==> src/rtl/tree_route_pkg.sv <==
package tree_route_pkg;
  typedef enum logic [1:0] {
    HOP_LOCAL = 2'b00,
    HOP_UP    = 2'b01,
    HOP_LEFT  = 2'b10,
    HOP_RIGHT = 2'b11
  } hop_dir_e;

  typedef enum logic [1:0] {
    PH_IDLE,
    PH_UP,
    PH_DOWN,
    PH_LOCAL
  } phase_e;
endpackage

==> src/rtl/tr_msb_find.sv <==
module tr_msb_find #(
  parameter int W     = 6,
  parameter int POS_W = (W > 1) ? $clog2(W) : 1
) (
  input  logic [W-1:0]     vec_i,
  output logic             any_o,
  output logic [POS_W-1:0] pos_o
);
  always_comb begin
    pos_o = '0;
    for (int b = 0; b < W; b++) begin
      if (vec_i[b]) pos_o = POS_W'(b);
    end
  end

  assign any_o = |vec_i;

  // The reported bit is set and nothing above it is set.
  always_comb begin
    if (any_o) begin
      assert_msb_found_R4: assert (vec_i[pos_o] && ((vec_i >> pos_o) == W'(1)))
        else $error("msb position wrong");
    end
  end
endmodule

==> src/rtl/tr_route_plan.sv <==
module tr_route_plan #(
  parameter int ADDR_W = 6,
  parameter int LVL_W  = (ADDR_W > 1) ? $clog2(ADDR_W) : 1
) (
  input  logic [ADDR_W-1:0] src_i,
  input  logic [ADDR_W-1:0] dst_i,
  output logic              same_o,
  output logic [LVL_W-1:0]  top_lvl_o
);
  logic [ADDR_W-1:0] rel;
  logic              differ;

  assign rel = src_i ^ dst_i;

  tr_msb_find #(.W(ADDR_W), .POS_W(LVL_W)) u_msb (
    .vec_i (rel),
    .any_o (differ),
    .pos_o (top_lvl_o)
  );

  assign same_o = ~differ;
endmodule

==> src/rtl/tr_hop_seq.sv <==
module tr_hop_seq
  import tree_route_pkg::*;
#(
  parameter int ADDR_W = 6,
  parameter int LVL_W  = (ADDR_W > 1) ? $clog2(ADDR_W) : 1
) (
  input  logic              clk_i,
  input  logic              rst_ni,
  input  logic              start_i,
  input  logic              same_i,
  input  logic [LVL_W-1:0]  top_lvl_i,
  input  logic [ADDR_W-1:0] dst_i,
  output logic              idle_o,
  output logic              hop_valid_o,
  input  logic              hop_ready_i,
  output hop_dir_e          hop_dir_o,
  output logic              hop_last_o
);
  phase_e            phase_q;
  logic [LVL_W-1:0]  cnt_q;
  logic [LVL_W-1:0]  top_q;
  logic [ADDR_W-1:0] dst_q;

  always_ff @(posedge clk_i or negedge rst_ni) begin
    if (!rst_ni) begin
      phase_q <= PH_IDLE;
      cnt_q   <= '0;
      top_q   <= '0;
      dst_q   <= '0;
    end else if (phase_q == PH_IDLE) begin
      if (start_i) begin
        phase_q <= same_i ? PH_LOCAL : PH_UP;
        cnt_q   <= top_lvl_i;
        top_q   <= top_lvl_i;
        dst_q   <= dst_i;
      end
    end else if (hop_ready_i) begin
      unique case (phase_q)
        PH_UP: begin
          if (cnt_q == '0) begin
            phase_q <= PH_DOWN;
            cnt_q   <= top_q;
          end else begin
            cnt_q <= cnt_q - 1'b1;
          end
        end
        PH_DOWN: begin
          if (cnt_q == '0) phase_q <= PH_IDLE;
          else             cnt_q   <= cnt_q - 1'b1;
        end
        default: phase_q <= PH_IDLE;
      endcase
    end
  end

  assign idle_o      = (phase_q == PH_IDLE);
  assign hop_valid_o = ~idle_o;

  always_comb begin
    unique case (phase_q)
      PH_UP:   hop_dir_o = HOP_UP;
      PH_DOWN: hop_dir_o = dst_q[cnt_q] ? HOP_RIGHT : HOP_LEFT;
      default: hop_dir_o = HOP_LOCAL;
    endcase
  end

  assign hop_last_o = (phase_q == PH_LOCAL) || ((phase_q == PH_DOWN) && (cnt_q == '0));

  assert_hold_R7: assert property (@(posedge clk_i) disable iff (!rst_ni)
    hop_valid_o && !hop_ready_i |=> hop_valid_o && $stable(hop_dir_o) && $stable(hop_last_o))
    else $error("directive changed under backpressure");

  assert_local_last_R3: assert property (@(posedge clk_i) disable iff (!rst_ni)
    hop_valid_o && hop_dir_o == HOP_LOCAL |-> hop_last_o)
    else $error("local directive not flagged last");

  assert_climb_not_last_R6: assert property (@(posedge clk_i) disable iff (!rst_ni)
    hop_valid_o && hop_dir_o == HOP_UP |-> !hop_last_o)
    else $error("climb directive flagged last");

  assert_down_run_R5: assert property (@(posedge clk_i) disable iff (!rst_ni)
    hop_valid_o && hop_ready_i && hop_dir_o[1] && !hop_last_o |=> hop_valid_o && hop_dir_o[1])
    else $error("descend run interrupted");

  assert_done_idle_R2: assert property (@(posedge clk_i) disable iff (!rst_ni)
    hop_valid_o && hop_ready_i && hop_last_o |=> !hop_valid_o)
    else $error("route continued past last");
endmodule

==> src/rtl/tree_route_unit.sv <==
module tree_route_unit
  import tree_route_pkg::*;
#(
  parameter int ADDR_W = 6
) (
  input  logic              clk_i,
  input  logic              rst_ni,
  input  logic              req_valid_i,
  output logic              req_ready_o,
  input  logic [ADDR_W-1:0] src_i,
  input  logic [ADDR_W-1:0] dst_i,
  output logic              hop_valid_o,
  input  logic              hop_ready_i,
  output logic [1:0]        hop_dir_o,
  output logic              hop_last_o
);
  localparam int LVL_W = (ADDR_W > 1) ? $clog2(ADDR_W) : 1;

  logic             same;
  logic [LVL_W-1:0] top_lvl;
  logic             idle;
  logic             start;
  hop_dir_e         dir;

  tr_route_plan #(.ADDR_W(ADDR_W), .LVL_W(LVL_W)) u_plan (
    .src_i     (src_i),
    .dst_i     (dst_i),
    .same_o    (same),
    .top_lvl_o (top_lvl)
  );

  assign start = req_valid_i & idle;

  tr_hop_seq #(.ADDR_W(ADDR_W), .LVL_W(LVL_W)) u_seq (
    .clk_i       (clk_i),
    .rst_ni      (rst_ni),
    .start_i     (start),
    .same_i      (same),
    .top_lvl_i   (top_lvl),
    .dst_i       (dst_i),
    .idle_o      (idle),
    .hop_valid_o (hop_valid_o),
    .hop_ready_i (hop_ready_i),
    .hop_dir_o   (dir),
    .hop_last_o  (hop_last_o)
  );

  assign req_ready_o = idle;
  assign hop_dir_o   = dir;

  assert_launch_R8: assert property (@(posedge clk_i) disable iff (!rst_ni)
    req_valid_i && req_ready_o |=> hop_valid_o && !req_ready_o)
    else $error("route did not start after accept");
endmodule

==> config.mk <==
export PLATFORM = sky130hd
export DESIGN_NAME = tree_route_unit
export DESIGN_NICKNAME = d
export VERILOG_FILES = /design/src/rtl/tree_route_pkg.sv /design/src/rtl/tr_msb_find.sv /design/src/rtl/tr_route_plan.sv /design/src/rtl/tr_hop_seq.sv /design/src/rtl/tree_route_unit.sv
export SDC_FILE = /design/constraint.sdc
export NUM_CORES = 1
export LEC_CHECK = 0
export BUFFER_PORTS_ARGS = -buffer_cell sky130_fd_sc_hd__buf_2
export CORE_MARGIN = 2
export CORE_UTILIZATION = 47
export DETAILED_ROUTE_END_ITERATION = 12
export GPL_TIMING_DRIVEN = 0
export PLACE_DENSITY = 0.73
export SLEW_MARGIN = 30
export SYNTH_ARGS = -nofsm -noshare
export SYNTH_HDL_FRONTEND = slang
export SYNTH_SLANG_ARGS = --single-unit
==> constraint.sdc <==
create_clock -name clk_i -period 1.8 [get_ports clk_i]
set_clock_uncertainty 0.1 [all_clocks]
set_input_delay 0.36 -clock clk_i [delete_from_list [all_inputs] [get_ports clk_i]]
set_output_delay 0.36 -clock clk_i [all_outputs]
set_load 0.01 [all_outputs]
# After elaboration in Yosys (flattened, before gate mapping)
# Cells that the tools add are included.
totals:
  regBits: 14
  in_bits: 16
  word_cells: 48
op_classes:
  addsub: 1
  magnitude_cmp: 1
  eq_ne: 7
  n_mux: 22
  n_bitwise: 3
  reduce_logical: 10
op_table:
  columns: ["operator", "count"]
  rows:
  - ["two-way mux 3 bit", 9]
  - ["two-way mux 2 bit", 6]
  - ["case mux 2 bit (2 select lines)", 2]
  - ["AND reduction 4 bit", 2]
  - ["inequality test 3 x 2 -> 1 bit, second input constant", 2]
  - ["case mux 3 bit (2 select lines)", 1]
  - ["OR reduction 6 bit", 1]
  - ["bitwise XOR 6 bit", 1]
  - ["equality test 2 bit, second input constant", 2]
  - ["less-than comparator 3 x 4 -> 1 bit, second input constant", 1]
  - ["binary-select mux 1 bit (select 3 bit)", 1]
  - ["zero test 3 bit", 1]
  - ["two-way mux 1 bit", 3]
  - ["inequality test 3 bit, second input constant", 1]
  - ["nonzero test 3 bit", 1]
  - ["subtractor 3 x 1 -> 3 bit, second input constant", 1]
  - ["equality test 2 x 1 -> 1 bit, second input constant", 1]
  - ["zero test 2 bit", 1]
  - ["inequality test 2 x 1 -> 1 bit, second input constant", 1]
  - ["AND reduction 2 bit", 1]
  - ["nonzero test 2 bit", 1]
  - ["bitwise AND 1 bit", 1]
  - ["logical AND 1 bit", 1]
  - ["logical OR 1 bit", 1]
  - ["NOT 1 bit", 1]

# Logic depth before layout (Yosys ltp)
# Gate-level depths: netlist (run 1).
depth:
  depth_word: 8
  mapped_depth: 7
  ltp_nobuf: 6

# Hierarchy
# Synthesis (run 1) repeated with hierarchy kept, for this count alone.
hier_totals:
  cells_unflattened: 93
  hier_area_um2: 960.9
by_module_without_submodules:
  columns: ["module", "n_inst", "cells_per_inst", "area_each_um2", "seq_area_each_um2"]
  rows:
  - ["tr_hop_seq", 1, 78, 850.8, 350.3]
  - ["tr_route_plan", 1, 7, 56.3, 0.0]
  - ["tr_msb_find", 1, 7, 47.5, 0.0]
  - ["tree_route_unit", 1, 1, 6.3, 0.0]

# Worst setup path after synthesis (run 1)
# Ideal clock, no wire load.
synth_timing:
  kind: "flip-flop to flip-flop"
  start: "reg u_seq.phase_q[0]"
  end: "reg u_seq.cnt_q[0]"
  setup_time_ns: 0.135
  t_arrival_ns: 1.753
  path_slack_ns: -0.189
  path_stages_with_launch: 8
  synth_period_minus_slack_ns: 1.989
  path_cell_list: "dfrtp_1 -> inv_1 -> ha_1 -> buf_6 -> mux2i_1 -> a211o_4 -> a2111oi_4 -> a221oi_2"
synth_via:
  elab_chain_len: 4
  word_cells_on_any_way: 12
  cone_classes: "eq/ne: 4; mux: 3; bitwise: 1; reduce/logical: 4"
synth_lines:
  columns: ["element", "line", "source"]
  rows:
  - ["start, declared", "tr_hop_seq.sv:19", "phase_e phase_q;"]
  - ["start signal, assigned", "tr_hop_seq.sv:32", "phase_q <= same_i ? PH_LOCAL : PH_UP;"]
  - ["zero test 2 bit *", "tr_hop_seq.sv:56", "assign idle_o = (phase_q == PH_IDLE);"]
  - ["via req_ready_o", "tree_route_unit.sv:9", "output logic req_ready_o,"]
  - ["bitwise AND 1 bit", "tree_route_unit.sv:32", "assign start = req_valid_i & idle;"]
  - ["inequality test 2 x 1 -> 1 bit (no line)", null, null]
  - ["AND reduction 4 bit (no line)", null, null]
  - ["end signal, assigned", "tr_hop_seq.sv:42", "cnt_q <= top_q;"]
  - ["end signal, assigned", "tr_hop_seq.sv:44", "cnt_q <= cnt_q - 1'b1;"]
  - ["end signal, assigned", "tr_hop_seq.sv:49", "else cnt_q <= cnt_q - 1'b1;"]
  - ["end, declared", "tr_hop_seq.sv:20", "logic [LVL_W-1:0] cnt_q;"]
# Mark *: on every way through the listed nets, which the timed path passes. The rest lies on a longest branch. The select of a mux whose other input is x is not followed.
# A chain may end at the register's enable or synchronous reset.

# Worst setup path in the final report (run 1)
layout_timing:
  start: "reg u_seq.cnt_q[0]"
  end: "out hop_dir_o[0]"
layout_via:
  elab_chain_len: 4
layout_lines:
  columns: ["element", "line", "source"]
  rows:
  - ["start signal, assigned", "tr_hop_seq.sv:33", "cnt_q <= top_lvl_i;"]
  - ["start signal, assigned", "tr_hop_seq.sv:42", null]
  - ["start signal, assigned", "tr_hop_seq.sv:44", null]
  - ["binary-select mux 1 bit (select 3 bit)", "tr_hop_seq.sv:62", "PH_DOWN: hop_dir_o = dst_q[cnt_q] ? HOP_RIGHT : HOP_LEFT;"]
  - ["two-way mux 1 bit (not written as such)", "tr_hop_seq.sv:62", null]
  - ["two-way mux 1 bit", "tr_hop_seq.sv:62", null]
  - ["case mux 2 bit (2 select lines)", "tr_hop_seq.sv:60", "unique case (phase_q)"]
  - ["end, declared", "tree_route_unit.sv:14", "output logic [1:0] hop_dir_o,"]
# No other way between the ends. The select of a mux whose other input is x is not followed.

==> qor.csv, run 1 <==
stage,metric,value,unit
die,initial_util,49.4,%
finish,layout.cells.most_common,sky130_fd_sc_hd__buf_2,
worst_setup_path,critPathSlowestCell,sky130_fd_sc_hd__dfrtp_2,
global_routing,globalRouteMet3Util,1.84,%
global_routing,grt_antenna_before_repair,0,
global_routing,busiest_layer,met2,
flow_run,maxCapViolCount,0,
finish,final_cell_mix,"sky130_fd_sc_hd__buf_2, sky130_fd_sc_hd__dfrtp_1, sky130_fd_sc_hd__nand2_1, sky130_fd_sc_hd__mux2_2",
clocking,later_pin_clock_latency_in_the_skew_report,280,ps
pwr,power.ir.vdd_worst,0.733,mV
timing,highest_clock_frequency_the_design_can_meet,461,MHz
place,buffer_ports.inserted,20,
route,detail_route.drc_violations,0,
place,placedInstanceArea,1110,sq um
worst_setup_path,worstPathCellList,buf_4 -> mux2_2 -> and3_1 -> o211ai_1 -> nand2_1 -> buf_2,
worst_setup_path,r2r.worst_path.cells,7,
worst_setup_path,crit_path_kind,flip-flop to primary output,
timing,timing.max_slew.rel_slack,73.5,%
route,via_per_inst,5.19,
global_routing,gr-total-overflow,0,
worst_hold_path,worstHoldPathType,input port to flip-flop,
finish,share_of_cells_above_drive_strength_1,42.0,%
status,violations,setup timing,
place,finalWeightedCongestion,0.756,
die,io-pin-count,21,
finish,post-route-util,62.4,%
timing,finalSetupTns,-953,ps
logic_synthesis,synth_cell_types,32,
finish,n_antenna_cell,0,
route,vias,758,
timing,layout_min_cycle_time,2170,ps
die,die_y,49.2,um
clocking,tritoncts_clock_tree,built,
timing,report.final.hold_viol_count,0,
worst_setup_path,worst-path-buf-inv,2,
clocking,cts_num_sinks,14,
die,core_area,1940,sq um
die,rows,16,
worst_setup_path,crit_path_max_incr_delay,410,ps
worst_setup_path,critPathArrivalTime,1710,ps
worst_setup_path,timing.critical_path.to_type,primary output,
route,drt-total-wl,1.97,mm
timing,final.setup.worst_slack,-368,ps
finish,areaGrowthSynthToFinish,26.5,%
logic_synthesis,postSynthCellCount,88,
route,antenna_left,0,
timing,worst_margin_slew,397,ps
pwr,power_density_relative_to_cell_area,1700,nW/um^2
worst_setup_path,crit_required,1340,ps
timing,report.final.setup_viol,4,
timing,maxSlewViolCount,0,
die,fp.dieArea,2420,sq um
global_routing,vias_in_the_first_global_route,768,
logic_synthesis,synth-seq-area-share,36.6,%
logic_synthesis,yosysWarnings,0,
finish,reg_area,352,sq um
clocking,cts-root-to-sink-buffers,2,
clocking,ctsHtreeMaxLevel,1,
route,drt_first_pass_iters,4,
worst_setup_path,cp_max_fo,3,
finish,postLayoutCellArea,1210,sq um
die,die_w,49.2,um
global_routing,grt_util_met1,21.6,%
worst_setup_path,critical-path-top-delay-family,flip-flops,
worst_hold_path,whs_path_depth,2,
finish,area_of_combinational_cells_with_multiple_inputs,606,sq um
logic_synthesis,synth_seq_cells,14,
global_routing,gr-usage-all-layers,18.9,%
finish,num-fill-cells,180,
worst_setup_path,nature_of_the_critical_path_startpoint,flip-flop,
logic_synthesis,syn_nets,112,
finish,finalNetCount,144,
route,drtIter0Drc,13,
clocking,clock_transition_at_the_registers_of_the_reported_paths,90,ps
pwr,leakage,0.573,nW
place,place_hpwl,1.52,mm
logic_synthesis,mappedNetlistArea,958,sq um
global_routing,grt_start_max_net_pins,15,
route,routed_wire_length_per_instance,13.5,um
timing,post-route-period-util,120,%
clocking,cts-buffers-inserted,3,
logic_synthesis,postSynthAreaPerCell,10.9,sq um
worst_setup_path,count_of_cell_instances_traversed_by_the_critical_path,6,
clocking,clock_tree.root_cell,sky130_fd_sc_hd__clkbuf_4,
global_routing,grt_pass1_wl,3.48,mm
global_routing,gr-usage-met2,35.6,%
status,run_status,"finished, violations left",
timing,rsz0062_at_grt,yes,
## registers in the layout (all words and copies together) (netlist names)
register	flops
u_seq.dst_q	6
u_seq.cnt_q	3
u_seq.top_q	3
u_seq.phase_q	2
## logic make-up after synthesis
| logic type | synth area share (%) |
|---|---|
| buf+inv | 3.52 |
| flops | 36.6 |
| xor+xnor | 5.48 |
| compound gates | 18.0 |
| simple gates | 13.3 |
| mux | 12.7 |
| fa+ha+maj | 10.4 |
## Yosys cell counts, drive strengths merged
master	instances	share of area, %
dfrtp	14	37
ha	8	10
nand2	8	3.1
mux2	7	8.2
inv	6	2.3
xnor2	6	5.5
nor2	4	1.6
a21oi	3	1.6
nor2b	3	2.0
o21ai	3	1.6
a221oi	2	2.5
and2	2	1.3
and3	2	1.3
mux2i	2	2.1
nand2b	2	1.3
a2111oi	1	2.9
a211o	1	1.8
a211oi	1	0.78
a21o	1	0.78
a32o	1	1.0
and3b	1	0.91
and4b	1	1.0
buf	1	1.2
mux4	1	2.3
nor3b	1	0.78
o211a	1	1.0
o211ai	1	0.78
o21a	1	0.78
o21bai	1	0.78
o31a	1	0.91
o31ai	1	0.78
## area by class of cell
type / instances / share of cell area (%)
inverters: 6 / 1.86
plain buffers: 1 / 0.929
multi-input cells: 67 / 49.9
flip-flops and latches: 14 / 29.0
repair buffers: 27 / 13.3
well taps: 27 / 2.79
clock buffers: 4 / 2.17
## power breakdown
group          internal, mW  switching (mW)  leakage, nW
registers             0.477           0.113        0.164
logic                 0.667           0.608        0.393
clock network        0.0859           0.104       0.0150
total                  1.23           0.825        0.573
## final timing paths
path | start | end | slack, ps
hold / removal | req_valid_i | u_seq.top_q[2] | 210
max in group asynchronous | rst_ni | u_seq.cnt_q[0] | 950
setup reg to reg | u_seq.cnt_q[0] | u_seq.cnt_q[0] | -140
min in group asynchronous | rst_ni | u_seq.cnt_q[2] | 400
setup / recovery | u_seq.cnt_q[0] | hop_dir_o[0] | -370
hold reg to reg | u_seq.top_q[0] | u_seq.top_q[0] | 400
## per-layer routing
layer / part of all wire [%] / wire (um)
met1: 41 / 816
met2: 55 / 1090
met3: 2.9 / 57
met4: 0.41 / 8
met5: 0 / 0
## per-stage QoR
stage | instances | hold WS [ps] | total power, mW | setup WS (ps)
final | 146 | 214 | 2.06 | -368
after global routing | 146 | 214 | 2.24 | -436
after CTS | 144 | 207 | 1.97 | -379
after detailed placement | 135 | 179 | 1.71 | -147
after global placement | 135 | 174 | 1.66 | -124
after floorplan | 88 | -35.6 | 1.44 | 4.70
## repair_timing
item                                    4_1_cts  5_1_grt
gates cloned                                  0        0
gates resized for setup                       2        3
buffers inserted                              4        2
hold buffers                                  1        0
endpoints found under the hold margin        14        0
pin swaps                                     3        0
endpoints found under the setup margin        6        7
No activity file was read; power rests on OpenSTA's default activity.
==> run 2, diff against run 1 <==
--- a/config.mk
+++ b/config.mk
@@ -11,6 +11,7 @@
 export DETAILED_ROUTE_END_ITERATION = 12
 export GPL_TIMING_DRIVEN = 0
 export PLACE_DENSITY = 0.73
+export SETUP_SLACK_MARGIN = 0.3
 export SLEW_MARGIN = 30
 export SYNTH_ARGS = -nofsm -noshare
 export SYNTH_HDL_FRONTEND = slang
==> run 2 against run 1 <==
The run still ends with setup timing left. Core utilization is 11 points higher. Clock power is 2% higher. Critical path depth fell by 1. Non-clock buffer count increased by 11. Die area unchanged. Sequential share of layout area fell by 4.4 points. Routed wire length increased by 16%. First-iteration DRC count increased by 7.7%. Final cell count is 7.5% higher. Critical path type unchanged. Largest power group unchanged.
==> qor.csv, run 2 (synthesis gave the netlist of run 1 again) <==
stage,metric,value,unit,change
finish,layout.cells.most_common,sky130_fd_sc_hd__buf_2,,
clocking,cts-root-to-sink-buffers,2,,unchanged
pwr,seq_power_share,23.1,%,-5.6 points
timing,report.final.hold_viol_count,0,,unchanged
die,die_y,49.2,um,unchanged
die,initial_util,49.4,%,unchanged
finish,area_of_combinational_cells_with_multiple_inputs,671,sq um,+11%
worst_setup_path,r2r-start,u_seq.cnt_q[0],,
clocking,tritoncts_clock_tree,built,,
finish,areaGrowthSynthToFinish,49.2,%,
timing,layout_min_cycle_time,2200,ps,+33.6 ps
timing,maxSlewViolCount,0,,unchanged
clocking,clock_transition_at_the_registers_of_the_reported_paths,90,ps,about the same
worst_setup_path,nature_of_the_critical_path_startpoint,flip-flop,,
die,fp.dieArea,2420,sq um,unchanged
place,finalWeightedCongestion,0.792,,+4.7%
finish,finalNetCount,155,,+7.6%
finish,share_of_cells_above_drive_strength_1,53.1,%,+11 points
route,drtIter0Drc,14,,+1
timing,final.setup.worst_slack,-402,ps,-33.6 ps
status,run_status,"finished, violations left",,
global_routing,grt_antenna_before_repair,0,,unchanged
timing,rsz0062_at_grt,yes,,
worst_setup_path,worst_r2r_endpoint,u_seq.cnt_q[0],,
finish,postLayoutCellArea,1430,sq um,+18%
pwr,internal_power,1.59,mW,+29%
worst_setup_path,reg2reg_slack,-310,ps,-170 ps
timing,timing.max_slew.rel_slack,77.2,%,+3.7 points
global_routing,grt_start_max_net_pins,15,,unchanged
pwr,proportion_of_total_power_due_to_net_switching,38.9,%,-1.2 points
worst_setup_path,r2r.worst_path.cells,10,,+3
worst_setup_path,critPathArrivalTime,1740,ps,+30 ps
route,routed_wire_length_per_instance,14.6,um,+8.0%
finish,reg_top3,"u_seq.dst_q x6, u_seq.cnt_q x3, u_seq.top_q x3",,
worst_hold_path,whs_path_depth,2,,unchanged
pwr,power_density_relative_to_cell_area,1820,nW/um^2,+7.1%
clocking,later_pin_clock_latency_in_the_skew_report,290,ps,about the same
pwr,netSwitchingPower,1.01,mW,+22%
finish,reg_area,352,sq um,unchanged
finish,final_cell_mix,"sky130_fd_sc_hd__buf_2, sky130_fd_sc_hd__dfrtp_1, sky130_fd_sc_hd__buf_4, sky130_fd_sc_hd__buf_6",,
pwr,clockPowerShare,7.5,%,-1.7 points
global_routing,gr-usage-all-layers,19.7,%,+0.86 points
worst_setup_path,crit_required,1340,ps,about the same
place,buffer_ports.inserted,20,,unchanged
finish,registers.top_by_ff_count,u_seq.dst_q,,
timing,worst_margin_slew,342,ps,-55.0 ps
clocking,cts_num_sinks,14,,unchanged
worst_hold_path,worstHoldPathType,input port to flip-flop,,
finish,n_antenna_cell,0,,unchanged
clocking,ctsHtreeMaxLevel,1,,unchanged
die,rows,16,,unchanged
die,die_w,49.2,um,unchanged
place,place_hpwl,1.49,mm,-1.9%
global_routing,vias_in_the_first_global_route,847,,+10%
finish,largest_register_ff_count,6,,unchanged
pwr,power.ir.vdd_worst,1.04,mV,+42%
pwr,leakage,0.664,nW,+16%
finish,post-route-util,73.6,%,+11 points
timing,post-route-period-util,122,%,+1.9 points
clocking,clock_tree.root_cell,sky130_fd_sc_hd__clkbuf_4,,
route,drt_first_pass_iters,4,,unchanged
die,core_area,1940,sq um,unchanged
worst_hold_path,hold-path-endpoint,u_seq.dst_q[5],,
worst_setup_path,timing.critical_path.to_type,primary output,,
timing,highest_clock_frequency_the_design_can_meet,454,MHz,-1.5%
route,drt-total-wl,2.29,mm,+16%
pwr,combPwrFrac,69.4,%,+7.3 points
die,io-pin-count,21,,unchanged
route,detail_route.drc_violations,0,,unchanged
worst_setup_path,cp_max_fo,3,,unchanged
timing,report.final.setup_viol,6,,+2
clocking,cts-buffers-inserted,3,,unchanged
global_routing,gr-total-overflow,0,,unchanged
route,antenna_left,0,,unchanged
global_routing,grt_pass1_wl,3.72,mm,+7.0%
worst_hold_path,holdCritStartpoint,dst_i[5],,
worst_setup_path,crit_path_kind,flip-flop to primary output,,
place,placedInstanceArea,1120,sq um,+0.79%
finish,num-fill-cells,136,,-24%
flow_run,maxCapViolCount,0,,unchanged
route,via_per_inst,5.21,,+0.35%
pwr,power,2.60,mW,+26%
route,vias,818,,+7.9%
status,violations,setup timing,,
run 2: cell count changes in the layout (fill, tap and decap cells not counted), moves of 2 or more:
cell	previous run	this run
sky130_fd_sc_hd__nor2b_4	0	2
sky130_fd_sc_hd__ha_4	1	3
sky130_fd_sc_hd__buf_2	19	17
sky130_fd_sc_hd__buf_12	0	2
sky130_fd_sc_hd__inv_2	4	2
sky130_fd_sc_hd__buf_4	6	11
sky130_fd_sc_hd__buf_6	2	8
run 2: through the flow:
| step | instances | setup WS (ps) | hold slack (ps) | TNS (ps) |
|---|---|---|---|---|
| 2_1_floorplan | 88 | 10.4 | -35.6 | 0 |
| 4_1_cts | 151 | -335 | 229 | -851 |
| 3_3_place_gp | 135 | -96.0 | 174 | -189 |
| 3_5_place_dp | 135 | -90.3 | 180 | -245 |
| 6_report | 157 | -402 | 226 | -1510 |
| 5_1_grt | 157 | -462 | 241 | -2020 |
run 2: worst max-delay path, stage by stage (launching register included):
cell,delay [ps]
sky130_fd_sc_hd__dfrtp_2,400
sky130_fd_sc_hd__mux4_2,500
sky130_fd_sc_hd__nor2b_4,140
sky130_fd_sc_hd__o211ai_1,210
sky130_fd_sc_hd__nand2_1,60
sky130_fd_sc_hd__buf_2,140
run 2: worst max path at each step:
stage                      to  slack, ps              from  cells past startpoint
6_report         hop_dir_o[0]       -400    u_seq.cnt_q[0]                      5
5_1_grt          hop_dir_o[0]       -460    u_seq.cnt_q[0]                      5
4_1_cts          hop_dir_o[0]       -340    u_seq.cnt_q[0]                      5
3_5_place_dp     hop_dir_o[0]        -90    u_seq.cnt_q[0]                      5
3_3_place_gp     hop_dir_o[0]       -100    u_seq.cnt_q[0]                      5
2_1_floorplan  u_seq.cnt_q[0]         10  u_seq.phase_q[0]                      7
run 2: final cells by class:
class	instances	area share, %
Tap cell	27	2.36
Buffer	1	1.40
Clock buffer	4	1.84
Inverter	6	2.80
Timing Repair Buffer	38	20.1
Multi-Input combinational cell	67	46.9
Sequential cell	14	24.6
run 2: layer usage:
layer	share of wire, %	vias up	track usage (%)
li1	-	398	-
met1	42	391	23.4
met2	53	24	35.6
met3	3.7	5	2.45
met4	1.5	0	8.10
met5	0	-	0
run 2: timing repair:
item,CTS,global route
pin swaps,3,5
buffers inserted,11,6
endpoints found under the setup margin,18,12
hold endpoints to repair,14,0
resized for setup,21,11
hold buffers,1,0
run 2: power by group through the flow:
stage | sequential, mW | combinational (mW) | clock, mW
4_1_cts | 0.590 | 1.57 | 0.192
6_report | 0.599 | 1.80 | 0.194
2_1_floorplan | 0.584 | 0.884 | 0
5_1_grt | 0.620 | 1.97 | 0.206
3_3_place_gp | 0.616 | 1.07 | 0
3_5_place_dp | 0.627 | 1.11 | 0
